### config.mk
export PLATFORM = sky130hd
export DESIGN_NAME = flash_guard
export DESIGN_NICKNAME = d
export VERILOG_FILES = /design/src/rtl/flash_guard_pkg.sv /design/src/rtl/flash_guard_decode.sv /design/src/rtl/flash_guard_rules.sv /design/src/rtl/flash_guard_ctrl.sv /design/src/rtl/flash_guard.sv
export SDC_FILE = /design/constraint.sdc
export NUM_CORES = 1
export LEC_CHECK = 0
export CORE_ASPECT_RATIO = 1.2
export CORE_MARGIN = 5
export CORE_UTILIZATION = 34
export CTS_CLUSTER_SIZE = 14
export DETAILED_ROUTE_END_ITERATION = 10
export HOLD_SLACK_MARGIN = 0.08
export PLACE_DENSITY = 0.86
export SYNTH_ARGS = -nofsm -noshare
export SYNTH_HDL_FRONTEND = slang
export SYNTH_HIERARCHICAL = 1
export SYNTH_SLANG_ARGS = --single-unit
### constraint.sdc
create_clock -name clk -period 1.5 [get_ports clk]
set_clock_uncertainty 0.1 [all_clocks]
set_input_delay 0.375 -clock clk [delete_from_list [all_inputs] [get_ports clk]]
set_output_delay 0.375 -clock clk [all_outputs]
set_load 0.05 [all_outputs]
### src/rtl/flash_guard_pkg.sv
package flash_guard_pkg;

    localparam int SECT_CNT   = 12;
    localparam int SECT_W     = 4;
    localparam int SECT_PAD   = (1 << SECT_W) - SECT_CNT;
    localparam int OTP_BLOCKS = 16;
    localparam int OTP_W      = $clog2(OTP_BLOCKS);
    localparam int ADDR_W     = 32;

    localparam logic [ADDR_W-1:0] USER_FIRST = 32'h0800_0000;
    localparam logic [ADDR_W-1:0] USER_LAST  = 32'h080F_FFFF;
    localparam logic [ADDR_W-1:0] SYS_FIRST  = 32'h1FFF_0000;
    localparam logic [ADDR_W-1:0] SYS_LAST   = 32'h1FFF_77FF;
    localparam logic [ADDR_W-1:0] OTP_FIRST  = 32'h1FFF_7800;
    localparam logic [ADDR_W-1:0] OTP_LAST   = 32'h1FFF_79FF;
    localparam logic [ADDR_W-1:0] RSVD_FIRST = 32'h1FFF_7A00;
    localparam logic [ADDR_W-1:0] RSVD_LAST  = 32'h1FFF_7FFF;
    localparam logic [ADDR_W-1:0] CFG_FIRST  = 32'h1FFF_C000;
    localparam logic [ADDR_W-1:0] CFG_LAST   = 32'h1FFF_C00F;

    typedef enum logic [2:0] {
        RGN_USER,
        RGN_SYS,
        RGN_OTP,
        RGN_RSVD,
        RGN_CFG,
        RGN_NONE
    } region_e;

    typedef enum logic [1:0] {
        VD_IGNORE,
        VD_ALLOW,
        VD_DENY
    } verdict_e;

    typedef enum logic [1:0] {
        ST_IDLE,
        ST_GRANT,
        ST_DENY
    } state_e;

endpackage

### src/rtl/flash_guard_decode.sv
module flash_guard_decode
    import flash_guard_pkg::*;
(
    input  logic [ADDR_W-1:0] addr,
    output region_e           region,
    output logic [SECT_W-1:0] user_sect,
    output logic [OTP_W-1:0]  otp_blk
);

    always_comb begin
        if (addr >= USER_FIRST && addr <= USER_LAST)
            region = RGN_USER;
        else if (addr >= OTP_FIRST && addr <= OTP_LAST)
            region = RGN_OTP;
        else if (addr >= RSVD_FIRST && addr <= RSVD_LAST)
            region = RGN_RSVD;
        else if (addr >= SYS_FIRST && addr <= SYS_LAST)
            region = RGN_SYS;
        else if (addr >= CFG_FIRST && addr <= CFG_LAST)
            region = RGN_CFG;
        else
            region = RGN_NONE;
    end

    // Uneven sector layout: four small, one medium, seven large.
    always_comb begin
        if (addr[19:16] == 4'd0)
            user_sect = {2'b00, addr[15:14]};
        else if (addr[19:17] == 3'd0)
            user_sect = 4'd4;
        else
            user_sect = 4'd4 + {1'b0, addr[19:17]};
    end

    assign otp_blk = addr[5 +: OTP_W];

    always_comb begin
        if (region == RGN_USER) begin
            AST_SECT_IN_RANGE: assert (user_sect < SECT_W'(SECT_CNT));
        end
    end

endmodule

### src/rtl/flash_guard_rules.sv
module flash_guard_rules
    import flash_guard_pkg::*;
(
    input  logic                  req_mass,
    input  logic                  req_sect,
    input  logic                  req_prog,
    input  logic [SECT_W-1:0]     sect_num,
    input  logic [SECT_CNT-1:0]   wp_n,
    input  region_e               region,
    input  logic [SECT_W-1:0]     user_sect,
    input  logic [OTP_W-1:0]      otp_blk,
    input  logic [OTP_BLOCKS-1:0] otp_lock,
    input  logic                  rdp_on,
    input  logic                  intrusion,
    output verdict_e              verdict
);

    logic [(1<<SECT_W)-1:0] open_pad;
    logic [1:0]             req_cnt;
    logic                   intr_block;
    logic                   sect_valid;

    // Padding entries read as protected, so a bad index can never pass.
    assign open_pad   = {{SECT_PAD{1'b0}}, wp_n};
    assign req_cnt    = 2'(req_mass) + 2'(req_sect) + 2'(req_prog);
    assign intr_block = rdp_on & intrusion;
    assign sect_valid = sect_num < SECT_W'(SECT_CNT);

    always_comb begin
        verdict = VD_DENY;
        if (req_cnt == 2'd0)
            verdict = VD_IGNORE;
        else if (intr_block || req_cnt > 2'd1)
            verdict = VD_DENY;
        else if (req_mass)
            verdict = (&wp_n) ? VD_ALLOW : VD_DENY;
        else if (req_sect)
            verdict = (sect_valid && open_pad[sect_num]) ? VD_ALLOW : VD_DENY;
        else begin
            unique case (region)
                RGN_USER: verdict = open_pad[user_sect] ? VD_ALLOW : VD_DENY;
                RGN_OTP:  verdict = otp_lock[otp_blk] ? VD_DENY : VD_ALLOW;
                default:  verdict = VD_DENY;
            endcase
        end
    end

    always_comb begin
        if (req_cnt == 2'd1 && req_mass && !(&wp_n)) begin
            AST_MASS_NEEDS_OPEN: assert (verdict == VD_DENY);
        end
    end

endmodule

### src/rtl/flash_guard_ctrl.sv
module flash_guard_ctrl
    import flash_guard_pkg::*;
(
    input  logic     clk,
    input  logic     rst_n,
    input  logic     cmd_valid,
    input  verdict_e verdict,
    input  logic     err_clr,
    output logic     grant,
    output logic     err_flag
);

    state_e state_q, state_d;
    logic   deny_now;

    assign deny_now = cmd_valid && (verdict == VD_DENY);

    // Every state shares the same exits, so consecutive strobes are each judged.
    always_comb begin
        state_d = ST_IDLE;
        unique case (state_q)
            ST_IDLE, ST_GRANT, ST_DENY: begin
                if (cmd_valid && verdict == VD_ALLOW)
                    state_d = ST_GRANT;
                else if (deny_now)
                    state_d = ST_DENY;
                else
                    state_d = ST_IDLE;
            end
            default: state_d = ST_IDLE;
        endcase
    end

    always_ff @(posedge clk or negedge rst_n) begin
        if (!rst_n)
            state_q <= ST_IDLE;
        else
            state_q <= state_d;
    end

    always_comb begin
        grant = (state_q == ST_GRANT);
    end

    always_ff @(posedge clk or negedge rst_n) begin
        if (!rst_n)
            err_flag <= 1'b0;
        else if (deny_now)
            err_flag <= 1'b1;
        else if (err_clr)
            err_flag <= 1'b0;
    end

    AST_GRANT_NEEDS_STROBE: assert property (@(posedge clk) disable iff (!rst_n)
        grant |-> $past(cmd_valid));
    AST_DENY_RAISES_FLAG: assert property (@(posedge clk) disable iff (!rst_n)
        (state_q == ST_DENY) |-> err_flag);
    AST_FLAG_STICKY: assert property (@(posedge clk) disable iff (!rst_n)
        (err_flag && !err_clr) |=> err_flag);
    AST_SET_WINS: assert property (@(posedge clk) disable iff (!rst_n)
        (deny_now && err_clr) |=> err_flag);
    AST_CLEAR_WORKS: assert property (@(posedge clk) disable iff (!rst_n)
        (err_clr && !deny_now) |=> !err_flag);

endmodule

### src/rtl/flash_guard.sv
module flash_guard
    import flash_guard_pkg::*;
(
    input  logic                  clk,
    input  logic                  rst_n,
    input  logic                  cmd_valid,
    input  logic                  req_mass,
    input  logic                  req_sect,
    input  logic                  req_prog,
    input  logic [SECT_W-1:0]     sect_num,
    input  logic [ADDR_W-1:0]     prog_addr,
    input  logic [SECT_CNT-1:0]   wp_n,
    input  logic [OTP_BLOCKS-1:0] otp_lock,
    input  logic                  rdp_on,
    input  logic                  intrusion,
    input  logic                  err_clr,
    output logic                  grant,
    output logic                  wp_err
);

    region_e           region;
    logic [SECT_W-1:0] user_sect;
    logic [OTP_W-1:0]  otp_blk;
    verdict_e          verdict;

    flash_guard_decode i_decode (
        .addr      (prog_addr),
        .region    (region),
        .user_sect (user_sect),
        .otp_blk   (otp_blk)
    );

    flash_guard_rules i_rules (
        .req_mass  (req_mass),
        .req_sect  (req_sect),
        .req_prog  (req_prog),
        .sect_num  (sect_num),
        .wp_n      (wp_n),
        .region    (region),
        .user_sect (user_sect),
        .otp_blk   (otp_blk),
        .otp_lock  (otp_lock),
        .rdp_on    (rdp_on),
        .intrusion (intrusion),
        .verdict   (verdict)
    );

    flash_guard_ctrl i_ctrl (
        .clk      (clk),
        .rst_n    (rst_n),
        .cmd_valid(cmd_valid),
        .verdict  (verdict),
        .err_clr  (err_clr),
        .grant    (grant),
        .err_flag (wp_err)
    );

    AST_CONFLICT_DENIED: assert property (@(posedge clk) disable iff (!rst_n)
        (cmd_valid && $countones({req_mass, req_sect, req_prog}) > 1) |=> (!grant && wp_err));
    AST_MASS_BLOCKED: assert property (@(posedge clk) disable iff (!rst_n)
        (cmd_valid && req_mass && !(&wp_n)) |=> !grant);
    AST_INTRUSION_DENIED: assert property (@(posedge clk) disable iff (!rst_n)
        (cmd_valid && rdp_on && intrusion && (req_mass || req_sect || req_prog)) |=> (!grant && wp_err));
    AST_IGNORE_NO_EFFECT: assert property (@(posedge clk) disable iff (!rst_n)
        (cmd_valid && !req_mass && !req_sect && !req_prog && !err_clr) |=> (!grant && $stable(wp_err)));
    AST_BAD_SECTOR_DENIED: assert property (@(posedge clk) disable iff (!rst_n)
        (cmd_valid && req_sect && !req_mass && !req_prog && sect_num >= 4'd12) |=> !grant);

endmodule

==> results_dict.tcl <==
set metrics [dict create \
    status "complete, but fails checks" \
    violations "negative setup slack" \
    numCtsBuffers 3 \
    cp_max_fo 4 \
    clock_latency_ps 230 \
    dr.first_iter.drc_count 37 \
    cts_tree "built" \
    max_freq_mhz 444 \
    synthToLayoutAreaGrowth_pct 117 \
    r2r_setup_slack_ps 650 \
    min_period_over_period 1.50 \
    syn_inst 94 \
    final_cell_mix "clkdlybuf4s50_1 (40), buf_4 (25), clkbuf_2 (22)" \
    synth_edf_count 0 \
    worstSetupPathType "in2reg" \
    yosysTopAreaCell "mux4_2" \
    cts-root-buf "clkbuf_4" \
    top_level_ports 75 \
    r2r_start "i_ctrl/state_q[1]$_DFF_PN0_" \
    ant_nets 0 \
    overflow 0 \
    hold_class "in2async" \
    avgSynthCellArea_sq_um 9.16 \
    synth_compound_area_frac 0.153 \
    cp-start-kind "input port" \
    cts_hold_buf 0 \
    n_antenna_cell 0 \
    grt_setup_unrepaired "yes" \
    cp.arrival_ps 2320 \
    wire_per_inst_microns 15.8 \
    grt_max_degree 7 \
    worstPathRequired_ps 1560 \
    synth_xor_area_frac 0 \
    synth_cell_types 40 \
    path_cells "buf_8 -> nor4b_4 -> or2_4 -> mux4_2 -> a31oi_1 -> o21ai_1 -> or2b_1 -> o221a_4 -> nand3b_1 -> a21oi_2" \
    drive_gt1_frac 0.479 \
    fin_nets 267 \
    maxCapViolations 0 \
    post-route-min-period_ps 2250 \
    multi_input_area_sq_um 850 \
    first_global_vias 1313 \
    fin_ws_ps -754 \
    grt_pass1_wl_microns 5530 \
    synth.area.top_cells "mux4_2 (16%), dfrtp_1 (8.7%), mux2i_1 (7.0%)" \
    vias 1231 \
    synth_ff_type "dfrtp_1" \
    critPathTopFamily "simple AND/OR/NAND/NOR gates" \
    via_per_inst 5.47 \
    p_leak_nw 0.774 \
    firstDrtPassIters 4 \
    worst-path-buf-inv 1 \
    yosysSeqAreaShare 0.0872 \
    synth_top_family_by_area "simple AND/OR/NAND/NOR gates" \
    die_y_microns 65.1 \
    synth-adder-area-share 0.0233 \
    drc 0 \
    cts_max_level 1 \
    gp_congestion 0.831 \
    slew_viol_final 0 \
    track_usage 0.187 \
    tightest_slew_ps 265 \
    path_clk_slew_ps 40 \
    slowest_stage "mux4_2" \
    numPortBuffers 74 \
    synth.cell_area_sq_um 861 \
    yosysWarnings 6 \
    synth_top_area_frac 0.157 \
    placedCellCount 213 \
    ys_async_sr_fraction 1.00 \
    hpwl_microns 2900 \
    r2r-end "i_ctrl/state_q[0]$_DFF_PN0_" \
    ys_ff_latch 3 \
    power.total_w 0.000688 \
    setup_violations 3 \
    slew_headroom 0.823 \
    nFillCells 163 \
    synth.area.mux_share 0.288 \
    clock_path_buffers 2 \
    clock_sinks 3 \
    yosys.area_share.simple 0.375 \
    synthesis.nets 168 \
    core-area_sq_um 2480 \
    seq_area_sq_um 75.1 \
    die_area_sq_um 3640 \
    drt-total-wl_microns 3560 \
    mostFrequentLayoutCell "clkdlybuf4s50_1" \
    antenna_found_initial 0 \
    layoutNonFillerInstCount 225 \
    cpPeakStageDelay_ps 500 \
    pwr_density_cell_nw_per_um2 368 \
    r2r_cells 1 \
    hold_violations 0 \
    ir_drop_uv 421 \
    start_util 0.347 \
    rows 20 \
    die_x_microns 55.9 \
    critical_path.endpoint_type "flop" \
]
-- per-stage QoR --
stage | hold slack [ps] | worst slack (ps) | TNS [ps] | area, sq um | util
final | 228 | -754 | -2200 | 1870 | 0.755
after global placement | 376 | -1410 | -4080 | 1780 | 0.718
after global routing | 238 | -893 | -2630 | 1870 | 0.755
after detailed placement | 395 | -1490 | -4290 | 1780 | 0.718
after floorplan | -20.6 | -707 | -2050 | 887 | -
after CTS | 221 | -800 | -2300 | 1850 | 0.745
-- Yosys cell counts (all sizes together), types with 2 or more instances --
library cell and n:
inv 5, nand4 9, o21ai 2, nor4 4
nor3 3, nand2 6, a211oi 2, mux2i 6
nor2 2, nand4b 3, mux4 8, buf 5
nand3 6, or2 2, o211ai 2, or2b 2
nor4b 4, a21oi 5, dfrtp 3
-- routing by layer --
| layer | GRT usage | up-vias | part of all wire |
|---|---|---|---|
| met4 | 0.0801 | 0 | 0.030 |
| met3 | 0.0570 | 12 | 0.062 |
| met2 | 0.361 | 54 | 0.55 |
| li1 | - | 590 | - |
| met1 | 0.183 | 575 | 0.35 |
| met5 | 0 | - | 0 |
-- report_power, final --
group	internal [W]	switching (W)	leakage, nW	total [W]
clock	0.0000998	0.0000434	0.0150	0.000143
sequential	0.0000890	0.00000947	0.0383	0.0000985
combinational	0.000283	0.000163	0.721	0.000446
total	0.000472	0.000216	0.774	0.000688
-- what timing repair did --
item,CTS,global route
pin swaps,26,25
setup buffers,6,5
setup endpoints to repair,3,3
hold endpoints to repair,0,0
resized for setup,67,66
-- worst max path at each step --
stage                        from                     endpoint  slack [ps]  cells past startpoint
detailed placement  prog_addr[18]  i_ctrl/state_q[1]$_DFF_PN0_       -1490                     11
finish              prog_addr[18]  i_ctrl/state_q[1]$_DFF_PN0_        -750                     10
CTS                 prog_addr[31]  i_ctrl/state_q[1]$_DFF_PN0_        -800                     12
floorplan           prog_addr[19]  i_ctrl/state_q[1]$_DFF_PN0_        -710                      9
global placement    prog_addr[18]  i_ctrl/state_q[1]$_DFF_PN0_       -1410                     11
global route        prog_addr[18]  i_ctrl/state_q[1]$_DFF_PN0_        -890                     10
-- kinds of logic after synthesis --
logic type | Yosys count
buffers and inverters | 11
flip-flops | 3
AO/OA/AOI/OAI | 17
adder cells (fa/ha/maj) | 1
multiplexers | 14
AND/OR/NAND/NOR | 48
-- flip-flops by register name (all words and copies together), names as in the netlist --
signal           cells
i_ctrl/err_flag      1
i_ctrl/state_q       2
-- layout make-up --
cell class                 instances  share of cell area
timing repair buffer             100               0.459
multi-input combinational         80               0.454
sequential                         3              0.0402
tap                               33              0.0221
clock buffer                       4              0.0141
inverter                           5              0.0100
Note: power is estimated with default switching activity, not from simulation.
